==> src/rtl/flash_cmd_pkg.sv <==
package flash_cmd_pkg;
  typedef enum logic [1:0] {
    MODE_READ  = 2'd0,
    MODE_IDENT = 2'd1,
    MODE_ERASE = 2'd2,
    MODE_SUSP  = 2'd3
  } fmode_e;

  typedef struct packed {
    logic ident;
    logic to_read;
    logic erase;
    logic suspend;
    logic resume;
  } fcmd_t;

  localparam logic [7:0] KEY_A      = 8'hAA;
  localparam logic [7:0] KEY_B      = 8'h55;
  localparam logic [7:0] OP_IDENT   = 8'h90;
  localparam logic [7:0] OP_RESET   = 8'hF0;
  localparam logic [7:0] OP_SETUP   = 8'h80;
  localparam logic [7:0] OP_SUSPEND = 8'hB0;
  localparam logic [7:0] OP_RESUME  = 8'h30;
  localparam logic [10:0] LOC_A     = 11'h555;
  localparam logic [10:0] LOC_B     = 11'h2AA;
endpackage

==> src/rtl/flash_cmd_decode.sv <==
module flash_cmd_decode
  import flash_cmd_pkg::*;
#(
  parameter int ADDR_W = 19
) (
  input  logic              clk,
  input  logic              rst_n,
  input  logic              wr_en,
  input  logic [ADDR_W-1:0] addr,
  input  logic [7:0]        wdata,
  input  fmode_e            mode,
  output fcmd_t             cmd
);
  localparam int STG_W = 3;
  logic [STG_W-1:0] stg_q, stg_d;
  logic [10:0]      lo;
  logic             in_erase;

  assign lo       = addr[10:0];
  assign in_erase = (mode == MODE_ERASE) || (mode == MODE_SUSP);

  always_comb begin
    cmd   = '0;
    stg_d = stg_q;
    if (wr_en) begin
      if (in_erase) begin
        stg_d = '0;
        if (mode == MODE_ERASE && wdata == OP_SUSPEND) cmd.suspend = 1'b1;
        if (mode == MODE_SUSP  && wdata == OP_RESUME)  cmd.resume  = 1'b1;
      end else begin
        case (stg_q)
          3'd0: begin
            if (lo == LOC_A && wdata == KEY_A) stg_d = 3'd1;
            else if (wdata == OP_RESET)        cmd.to_read = 1'b1;
          end
          3'd3: begin
            if (lo == LOC_A && wdata == KEY_A) stg_d = 3'd4;
            else begin stg_d = '0; cmd.to_read = 1'b1; end
          end
          3'd1, 3'd4: begin
            if (lo == LOC_B && wdata == KEY_B) stg_d = stg_q + 3'd1;
            else begin stg_d = '0; cmd.to_read = 1'b1; end
          end
          3'd2: begin
            stg_d = '0;
            case (wdata)
              OP_IDENT: cmd.ident   = 1'b1;
              OP_SETUP: stg_d       = 3'd3;
              default:  cmd.to_read = 1'b1;
            endcase
          end
          default: begin
            stg_d = '0;
            if (wdata == OP_RESUME) cmd.erase   = 1'b1;
            else                    cmd.to_read = 1'b1;
          end
        endcase
      end
    end
  end

  always_ff @(posedge clk) begin
    if (!rst_n) stg_q <= '0;
    else        stg_q <= stg_d;
  end
endmodule

==> src/rtl/flash_mode_ctl.sv <==
module flash_mode_ctl
  import flash_cmd_pkg::*;
#(
  parameter int SEC_W = 3
) (
  input  logic             clk,
  input  logic             rst_n,
  input  fcmd_t            cmd,
  input  logic [SEC_W-1:0] sec_in,
  input  logic             busy,
  output fmode_e           mode,
  output logic             erase_go,
  output logic [SEC_W-1:0] erase_sector,
  output logic             suspend_req
);
  fmode_e mode_q, mode_d;
  logic   busy_q;

  always_comb begin
    mode_d = mode_q;
    case (mode_q)
      MODE_READ, MODE_IDENT: begin
        if (cmd.erase)        mode_d = MODE_ERASE;
        else if (cmd.ident)   mode_d = MODE_IDENT;
        else if (cmd.to_read) mode_d = MODE_READ;
      end
      MODE_ERASE: begin
        if (cmd.suspend)          mode_d = MODE_SUSP;
        else if (busy_q && !busy) mode_d = MODE_READ;
      end
      default: if (cmd.resume) mode_d = MODE_ERASE;
    endcase
  end

  always_ff @(posedge clk) begin
    if (!rst_n) begin
      mode_q       <= MODE_READ;
      busy_q       <= 1'b0;
      erase_go     <= 1'b0;
      erase_sector <= '0;
    end else begin
      mode_q   <= mode_d;
      busy_q   <= busy;
      erase_go <= cmd.erase;
      if (cmd.erase) erase_sector <= sec_in;
    end
  end

  assign mode        = mode_q;
  assign suspend_req = (mode_q == MODE_SUSP);
endmodule

==> src/rtl/flash_rd_mux.sv <==
module flash_rd_mux
  import flash_cmd_pkg::*;
#(
  parameter int         SECTORS = 8,
  parameter int         SEC_W   = 3,
  parameter logic [7:0] MFR_ID  = 8'hA7,
  parameter logic [7:0] DEV_ID  = 8'h3E
) (
  input  logic               clk,
  input  logic               rst_n,
  input  logic               rd_en,
  input  fmode_e             mode,
  input  logic [1:0]         offs,
  input  logic [SEC_W-1:0]   sec,
  input  logic [7:0]         array_data,
  input  logic [SECTORS-1:0] prot,
  input  logic               erase_go,
  output logic [7:0]         rdata,
  output logic               rd_valid
);
  logic       tog_q;
  logic [7:0] id_byte, sel;

  always_comb begin
    case (offs)
      2'b00:   id_byte = MFR_ID;
      2'b01:   id_byte = DEV_ID;
      2'b10:   id_byte = {7'd0, prot[sec]};
      default: id_byte = 8'h00;
    endcase
    case (mode)
      MODE_IDENT: sel = id_byte;
      MODE_ERASE: sel = {1'b0, tog_q, 6'd0};
      default:    sel = array_data;
    endcase
  end

  always_ff @(posedge clk) begin
    if (!rst_n) begin
      rdata    <= '0;
      rd_valid <= 1'b0;
      tog_q    <= 1'b0;
    end else begin
      rd_valid <= rd_en;
      if (rd_en) rdata <= sel;
      if (erase_go)                          tog_q <= 1'b0;
      else if (rd_en && mode == MODE_ERASE)  tog_q <= ~tog_q;
    end
  end
endmodule

==> src/rtl/flash_cmd_seq.sv <==
module flash_cmd_seq
  import flash_cmd_pkg::*;
#(
  parameter int         ADDR_W  = 19,
  parameter int         SECTORS = 8,
  parameter logic [7:0] MFR_ID  = 8'hA7,
  parameter logic [7:0] DEV_ID  = 8'h3E
) (
  input  logic                       clk,
  input  logic                       rst_n,
  input  logic                       wr_en,
  input  logic                       rd_en,
  input  logic [ADDR_W-1:0]          addr,
  input  logic [7:0]                 wdata,
  input  logic [7:0]                 array_data,
  input  logic [SECTORS-1:0]         prot,
  input  logic                       busy,
  output logic [7:0]                 rdata,
  output logic                       rd_valid,
  output logic [1:0]                 mode,
  output logic                       erase_go,
  output logic [$clog2(SECTORS)-1:0] erase_sector,
  output logic                       suspend_req
);
  localparam int SEC_W = $clog2(SECTORS);

  fcmd_t            cmd;
  fmode_e           mode_e;
  logic [SEC_W-1:0] sec;

  assign sec  = addr[ADDR_W-1 -: SEC_W];
  assign mode = mode_e;

  flash_cmd_decode #(.ADDR_W(ADDR_W)) u_dec (
    .clk(clk), .rst_n(rst_n), .wr_en(wr_en), .addr(addr),
    .wdata(wdata), .mode(mode_e), .cmd(cmd)
  );

  flash_mode_ctl #(.SEC_W(SEC_W)) u_ctl (
    .clk(clk), .rst_n(rst_n), .cmd(cmd), .sec_in(sec), .busy(busy),
    .mode(mode_e), .erase_go(erase_go), .erase_sector(erase_sector),
    .suspend_req(suspend_req)
  );

  flash_rd_mux #(.SECTORS(SECTORS), .SEC_W(SEC_W), .MFR_ID(MFR_ID), .DEV_ID(DEV_ID)) u_rd (
    .clk(clk), .rst_n(rst_n), .rd_en(rd_en), .mode(mode_e), .offs(addr[1:0]),
    .sec(sec), .array_data(array_data), .prot(prot), .erase_go(erase_go),
    .rdata(rdata), .rd_valid(rd_valid)
  );
endmodule

==> config.mk <==
export PLATFORM = sky130hd
export DESIGN_NAME = flash_cmd_seq
export DESIGN_NICKNAME = d
export VERILOG_FILES = /design/src/rtl/flash_cmd_pkg.sv /design/src/rtl/flash_cmd_decode.sv /design/src/rtl/flash_mode_ctl.sv /design/src/rtl/flash_rd_mux.sv /design/src/rtl/flash_cmd_seq.sv
export SDC_FILE = /design/constraint.sdc
export NUM_CORES = 1
export LEC_CHECK = 0
export ABC_CLOCK_PERIOD_IN_PS = 6700
export BUFFER_PORTS_ARGS = -buffer_cell sky130_fd_sc_hd__buf_2
export CAP_MARGIN = 40
export CORE_MARGIN = 2
export CORE_UTILIZATION = 40
export CTS_CLUSTER_DIAMETER = 60
export DETAILED_ROUTE_END_ITERATION = 10
export PLACE_DENSITY_LB_ADDON = 0.05
export SETUP_SLACK_MARGIN = 0.02
export SYNTH_ARGS = -nofsm -noshare
export SYNTH_HDL_FRONTEND = slang
export SYNTH_SLANG_ARGS = --single-unit
==> constraint.sdc <==
create_clock -name clk -period 6.7 [get_ports clk]
set_input_delay 1.005 -clock clk [delete_from_list [all_inputs] [get_ports clk]]
set_output_delay 1.005 -clock clk [all_outputs]
set_load 0.05 [all_outputs]
# ---- After elaboration in Yosys (flattened, before gate mapping)
# Cells that the tools add are included.
# Widths: inputs -> output; s select.
dict set report totals {
  ff_bits 20
  out_inout_bits 16
  wordCells 85
}
dict set report classes {
  n_addsub 1
  order_cmp 1
  eq_ne 21
  n_mux 33
  bitwise_logic 2
  reduce_logical 19
}
# operator count
set ops {}
lappend ops {{$eq 8x8->1 const B} 5}
lappend ops {{$pmux 8 s3} 1}
lappend ops {{$mux 2} 8}
lappend ops {{$pmux 8 s2} 1}
lappend ops {{$mux 3} 5}
lappend ops {{$mux 1} 13}
lappend ops {{$pmux 3 s4} 1}
lappend ops {{$eq 11x10->1 const B} 1}
lappend ops {{$eq 11x11->1 const B} 1}
lappend ops {{$eq 8x6->1 const B} 1}
lappend ops {{$eq 8x7->1 const B} 1}
lappend ops {{$reduce_or 2->1} 4}
lappend ops {{$eq 2x2->1 const B} 3}
lappend ops {{$eq 3x2->1 const B} 2}
lappend ops {{$logic_and 1x1->1} 6}
lappend ops {{$mux 5} 1}
lappend ops {{$reduce_or 5->1} 1}
lappend ops {{$eq 2x1->1 const B} 2}
lappend ops {{$logic_not 2->1} 2}
lappend ops {{$lt 3x4->1 const B} 1}
lappend ops {{$ne 4x3->1 const B} 1}
lappend ops {{$pmux 1 s4} 1}
lappend ops {{$pmux 2 s2} 1}
lappend ops {{$add 3x1->3 const B} 1}
lappend ops {{other kinds (12)} 13}

# ---- Logic depth before layout (Yosys ltp)
dict set report depth {
  ltp_word 10
  depth_mapped 9
  ltp_nobuf 8
}

# ---- By module
# From an unflattened synthesis, not the netlist that was laid out.
dict set report unflattened {
  hier_cells 176
  area_unflattened_um2 1501.4
}
# mod instances cells_each area_each_um2
set modules_own_cells {}
lappend modules_own_cells {flash_cmd_decode 1 88 693.2}
lappend modules_own_cells {flash_rd_mux 1 61 523.0}
lappend modules_own_cells {flash_mode_ctl 1 27 285.3}

# ---- Worst setup path before layout
# OpenSTA, ideal clock, no wires.
dict set report synth_path {
  kind {input-to-reg}
  start {in wdata[0]}
  end {reg u_ctl.mode_q[0] (netlist: u_ctl.mode[0])}
  setup_time_ns 0.122
  arrival_ns 2.755
  path_slack_ns 3.823
  path_stages 7
  n_path_buf 1
  cell_sequence {or2_1 -> or4_4 -> or4_4 -> buf_6 -> a32oi_2 -> o21ai_2 -> mux2i_1}
}
dict set report synth_between {
  elab_chain_cells 8
  word_cells_on_any_way 36
  classes_between {9 x eq/ne; 20 x mux; 7 x reduce/logical}
}
# element line_no
set synth_lines {}
lappend synth_lines {{start, declared} flash_cmd_seq.sv:14} ;# input logic [7:0] wdata,
lappend synth_lines {{$eq 8x8->1, or another cell as far along} flash_cmd_decode.sv:46} ;# case (wdata)
lappend synth_lines {{$reduce_or 2->1 (no line), or another cell as far along} n/a}
lappend synth_lines {{$mux 1, on equally long branches} n/a}
lappend synth_lines {{$pmux 1 s4 / $mux 3 (equally long branches)} {flash_cmd_decode.sv:31, flash_cmd_decode.sv:26}}
lappend synth_lines {{$mux 3 / $mux 5 (equally long branches)} {flash_cmd_decode.sv:26, flash_cmd_decode.sv:25}}
lappend synth_lines {{$mux 5 (*)} flash_cmd_decode.sv:25} ;# if (wr_en) begin
lappend synth_lines {{$ne 4x3->1 (no line) / $mux 2 (equally long branches)} n/a}
lappend synth_lines {{$reduce_and 3->1 (no line) / $pmux 2 s2 (equally long branches)} n/a}
lappend synth_lines {{end signal, assigned} flash_mode_ctl.sv:42} ;# mode_q <= mode_d;
lappend synth_lines {{end, declared} flash_mode_ctl.sv:16} ;# fmode_e mode_q, mode_d;
# Mark *: on every way between the ends. The rest lies on a longest branch, timed or not.
# A chain may end at the register's enable or synchronous reset.

# ---- Final worst setup path
dict set report layout_path {
  start {in wdata[7]}
  end {reg u_ctl.mode_q[0] (netlist: u_ctl.mode[0])}
}
# Same word-level chain as after synthesis.

==> summary.txt <==
Outcome
  – Status: completed

Clock network
  – Htree depth: 1
  – Postcts setup bufs: 0
  – Skew-Pair Late Insertion Delay: 0.30 ns
  – Clock root buffer: clkbuf_4
  – Post_cts resized: 0
  – Register clock-pin slew on the reported worst setup and hold paths: 0.10 ns
  – CTS max path bufs: 2
  – CTS tree: done
  – Hold_buf cts: 0
  – TritonCTS buffer count: 3
  – CTS Sinks: 20

Die
  – Die extent in x: 62.7 um
  – Initial Util: 41.6%
  – I/O pin cnt: 64
  – Vert. Die Dim: 62.7 um
  – Area of the core: 3310 um^2
  – Die area: 3930 um^2
  – # rows: 21

Cells and area
  – Fillcell total: 325
  – Area Overhead vs Synth: 24.9%
  – Final net count: 278
  – Antenna Cells: 0
  – Post-route cell area: 1720 um^2
  – Layout cells sized above 1: 31.1%

Global routing
  – Global routing met1 resource utilization: 23.0%
  – Number of global-route vias before repair: 1263
  – Grt met2 use: 30.5%
  – Overall routing resource usage: 17.8%
  – Largest net degree at the start of global routing: 23
  – Most used routing layer: met2
  – Met3 usage: 4.50%
  – Total grt overflow: 0
  – First-pass GRT wire length: 5720 um
  – Antenna violations before repair: 0

STA
  – Hold Fails Final Rpt: 0
  – Slew margin rel.: 62.1%
  – Unrepaired setup endpoints after global routing: no
  – Fmax achieved: 367 MHz
  – Tcrit/Tclk final: 40.7%
  – Final TNS setup: 0 ns
  – Final Max Tran Viols: 0
  – Final setup viols: 0
  – Fin crit period: 2.73 ns
  – Fin Clk Skew: 0.00356 ns
  – Worst-margin pin slew: 0.560 ns

Drt
  – DR WL/cell: 12.9 um
  – Vias/cell: 5.23
  – Number of nets with antenna violations after routing: 0
  – Remaining DRCs: 0
  – Final wirelength: 3420 um
  – Initial DRC Count: 80
  – TritonRoute pass-1 iters: 4
  – Via count: 1387

Power and ir drop
  – Sequential Power Share: 54.2%
  – PwrDens: 133 nW/um^2
  – Int Power: 164 uW
  – Switch Pwr: 65.4 uW
  – VDD IR max: 0.114 mV
  – Switch share: 28.5%
  – Part of the power in combinational logic: 21.8%
  – Power share of the clock group: 24.0%
  – Static leakage: 0.794 nW

Synth
  – Main flop type after synthesis: dfxtp_1
  – Syn avg cell area: 8.45 um^2
  – Synth Area in Adders: 8.17%
  – Top post-synthesis cells by area: dfxtp_1, ha_1, a21oi_1
  – Compound-gate portion of the synthesized area: 20.5%
  – Synth cell types: 47
  – Post-Synth Simple-Gate Area: 28.7%
  – Post-Syn Nets: 220
  – Commonest cells post-synth: dfxtp_1, nand2_1, a21oi_1, o21ai_0, nor2_1
  – Mapped Cells: 163
  – Largest family of logic cells by synthesized area: simple AND/OR/NAND/NOR gates
  – Sequential share of the synthesized area: 29.1%
  – Synth warn: 0
  – Synth Area in XOR/XNOR: 0.636%
  – Mux cell area share after synthesis: 8.45%
  – Cell taking the most area after synthesis: dfxtp_1
  – Area share of the largest cell type after synthesis: 29.1%
  – Number of synthesized flops with an enable pin: 0
  – Top-count cell post-synth: dfxtp_1
  – Cell Area, Synth: 1380 um^2
  – Register bit total from synthesis: 20
  – Async SR Flop Fraction: 0%

Setup path
  – WP data required: 6.93 ns
  – R2R depth: 8
  – Worst-path maximum fanout: 9
  – Startpoint Class: input port
  – Worst R2R Start: u_ctl.mode[0]$_SDFFE_PN0P_
  – Worst Setup SP: wdata[7]
  – CP arrival: 2.96 ns
  – CP Class: in -> reg
  – Crit end category: register

Placed design
  – Placed cell areas: 1700 um^2
  – IO buf count: 58
  – DPL Wire Length: 2770 um
  – Gpl congestion: 0.800

Hold path
  – WHS Path Cells: 1
  – Hold Startpoint: u_ctl.erase_go$_SDFF_PN0_
  – Hold crit path type: reg -> reg

Job
  – Max Cap Viol: 0
worst max-delay path, stage by stage:
cell	delay [ns]
buf_2	0.18
or4b_1	0.53
or3_1	0.41
o211ai_1	0.28
o211ai_1	0.16
o21ai_2	0.19
mux2i_1	0.20
stage by stage:
step | power [mW] | std cells | utilization, % | hold slack (ns) | setup slack (ns)
finish | 0.229 | 265 | 52.0 | 0.435 | 3.97
global route | 0.241 | 265 | 52.0 | 0.461 | 3.86
CTS | 0.234 | 265 | 52.0 | 0.449 | 3.99
detailed placement | 0.177 | 262 | 51.3 | 0.434 | 3.67
global placement | 0.176 | 262 | 51.3 | 0.405 | 3.68
floorplan | 0.156 | 163 | - | 0.486 | 3.82
per-layer routing:
| metal | vias to the layer above | wire length (um) |
|---|---|---|
| met5 | - | 0 |
| met4 | 0 | 17 |
| met3 | 2 | 190 |
| met2 | 31 | 1660 |
| met1 | 634 | 1550 |
| li1 | 720 | - |
final timing paths:
| check | to | slack, ns |
|---|---|---|
| worst max-delay path | u_ctl.mode[0]$_SDFFE_PN0P_ | 3.97 |
| worst min-delay path | u_rd.tog_q$_SDFFE_PP0P_ | 0.43 |
| worst max register to register | u_ctl.mode[0]$_SDFFE_PN0P_ | 4.11 |
| worst min register to register | u_rd.tog_q$_SDFFE_PP0P_ | 0.43 |
flip-flops by register name, indices dropped and copies added (netlist names):
register / cells
u_rd.rdata: 8
u_ctl.erase_sector: 3
u_dec.stg_q: 3
u_ctl.mode: 2
u_ctl.busy_q: 1
u_ctl.erase_go: 1
u_rd.rd_valid: 1
u_rd.tog_q: 1
cell type report:
type	instances	area (um^2)	area share [%]
sequential	20	400	23.3
multi-input combinational	129	916	53.2
timing repair buffer	58	290	16.9
inverter	9	33.8	1.96
tap	46	57.6	3.35
clock buffer	3	22.5	1.31
power groups by stage:
stage | Combinational (mW) | Sequential (mW) | Clock, mW
5_1_grt | 0.0541 | 0.125 | 0.0621
3_3_place_gp | 0.0492 | 0.127 | 0
6_report | 0.0499 | 0.124 | 0.0550
3_5_place_dp | 0.0502 | 0.127 | 0
2_1_floorplan | 0.0157 | 0.140 | 0
4_1_cts | 0.0504 | 0.124 | 0.0587
cell usage in the layout (no fill, tap or decap), drive strengths merged, types with 4 or more instances in the layout:
master	count
a21oi	12
o21ai	14
nor2	11
dfxtp	20
nand2	14
inv	9
mux2i	6
ha	9
buf	58
nand3	4
and2	4
nand4	4
nor2b	6
kinds of logic (layout without fill, tap and decap cells):
logic type               count (synthesis)  count (layout)
XOR/XNOR                                 1               1
adder cells (fa/ha/maj)                  9               9
buffers and inverters                   14              70
AO/OA/AOI/OAI                           43              43
multiplexers                             9               9
AND/OR/NAND/NOR                         67              67
flip-flops                              20              20
(Power assumes the default switching activity.)
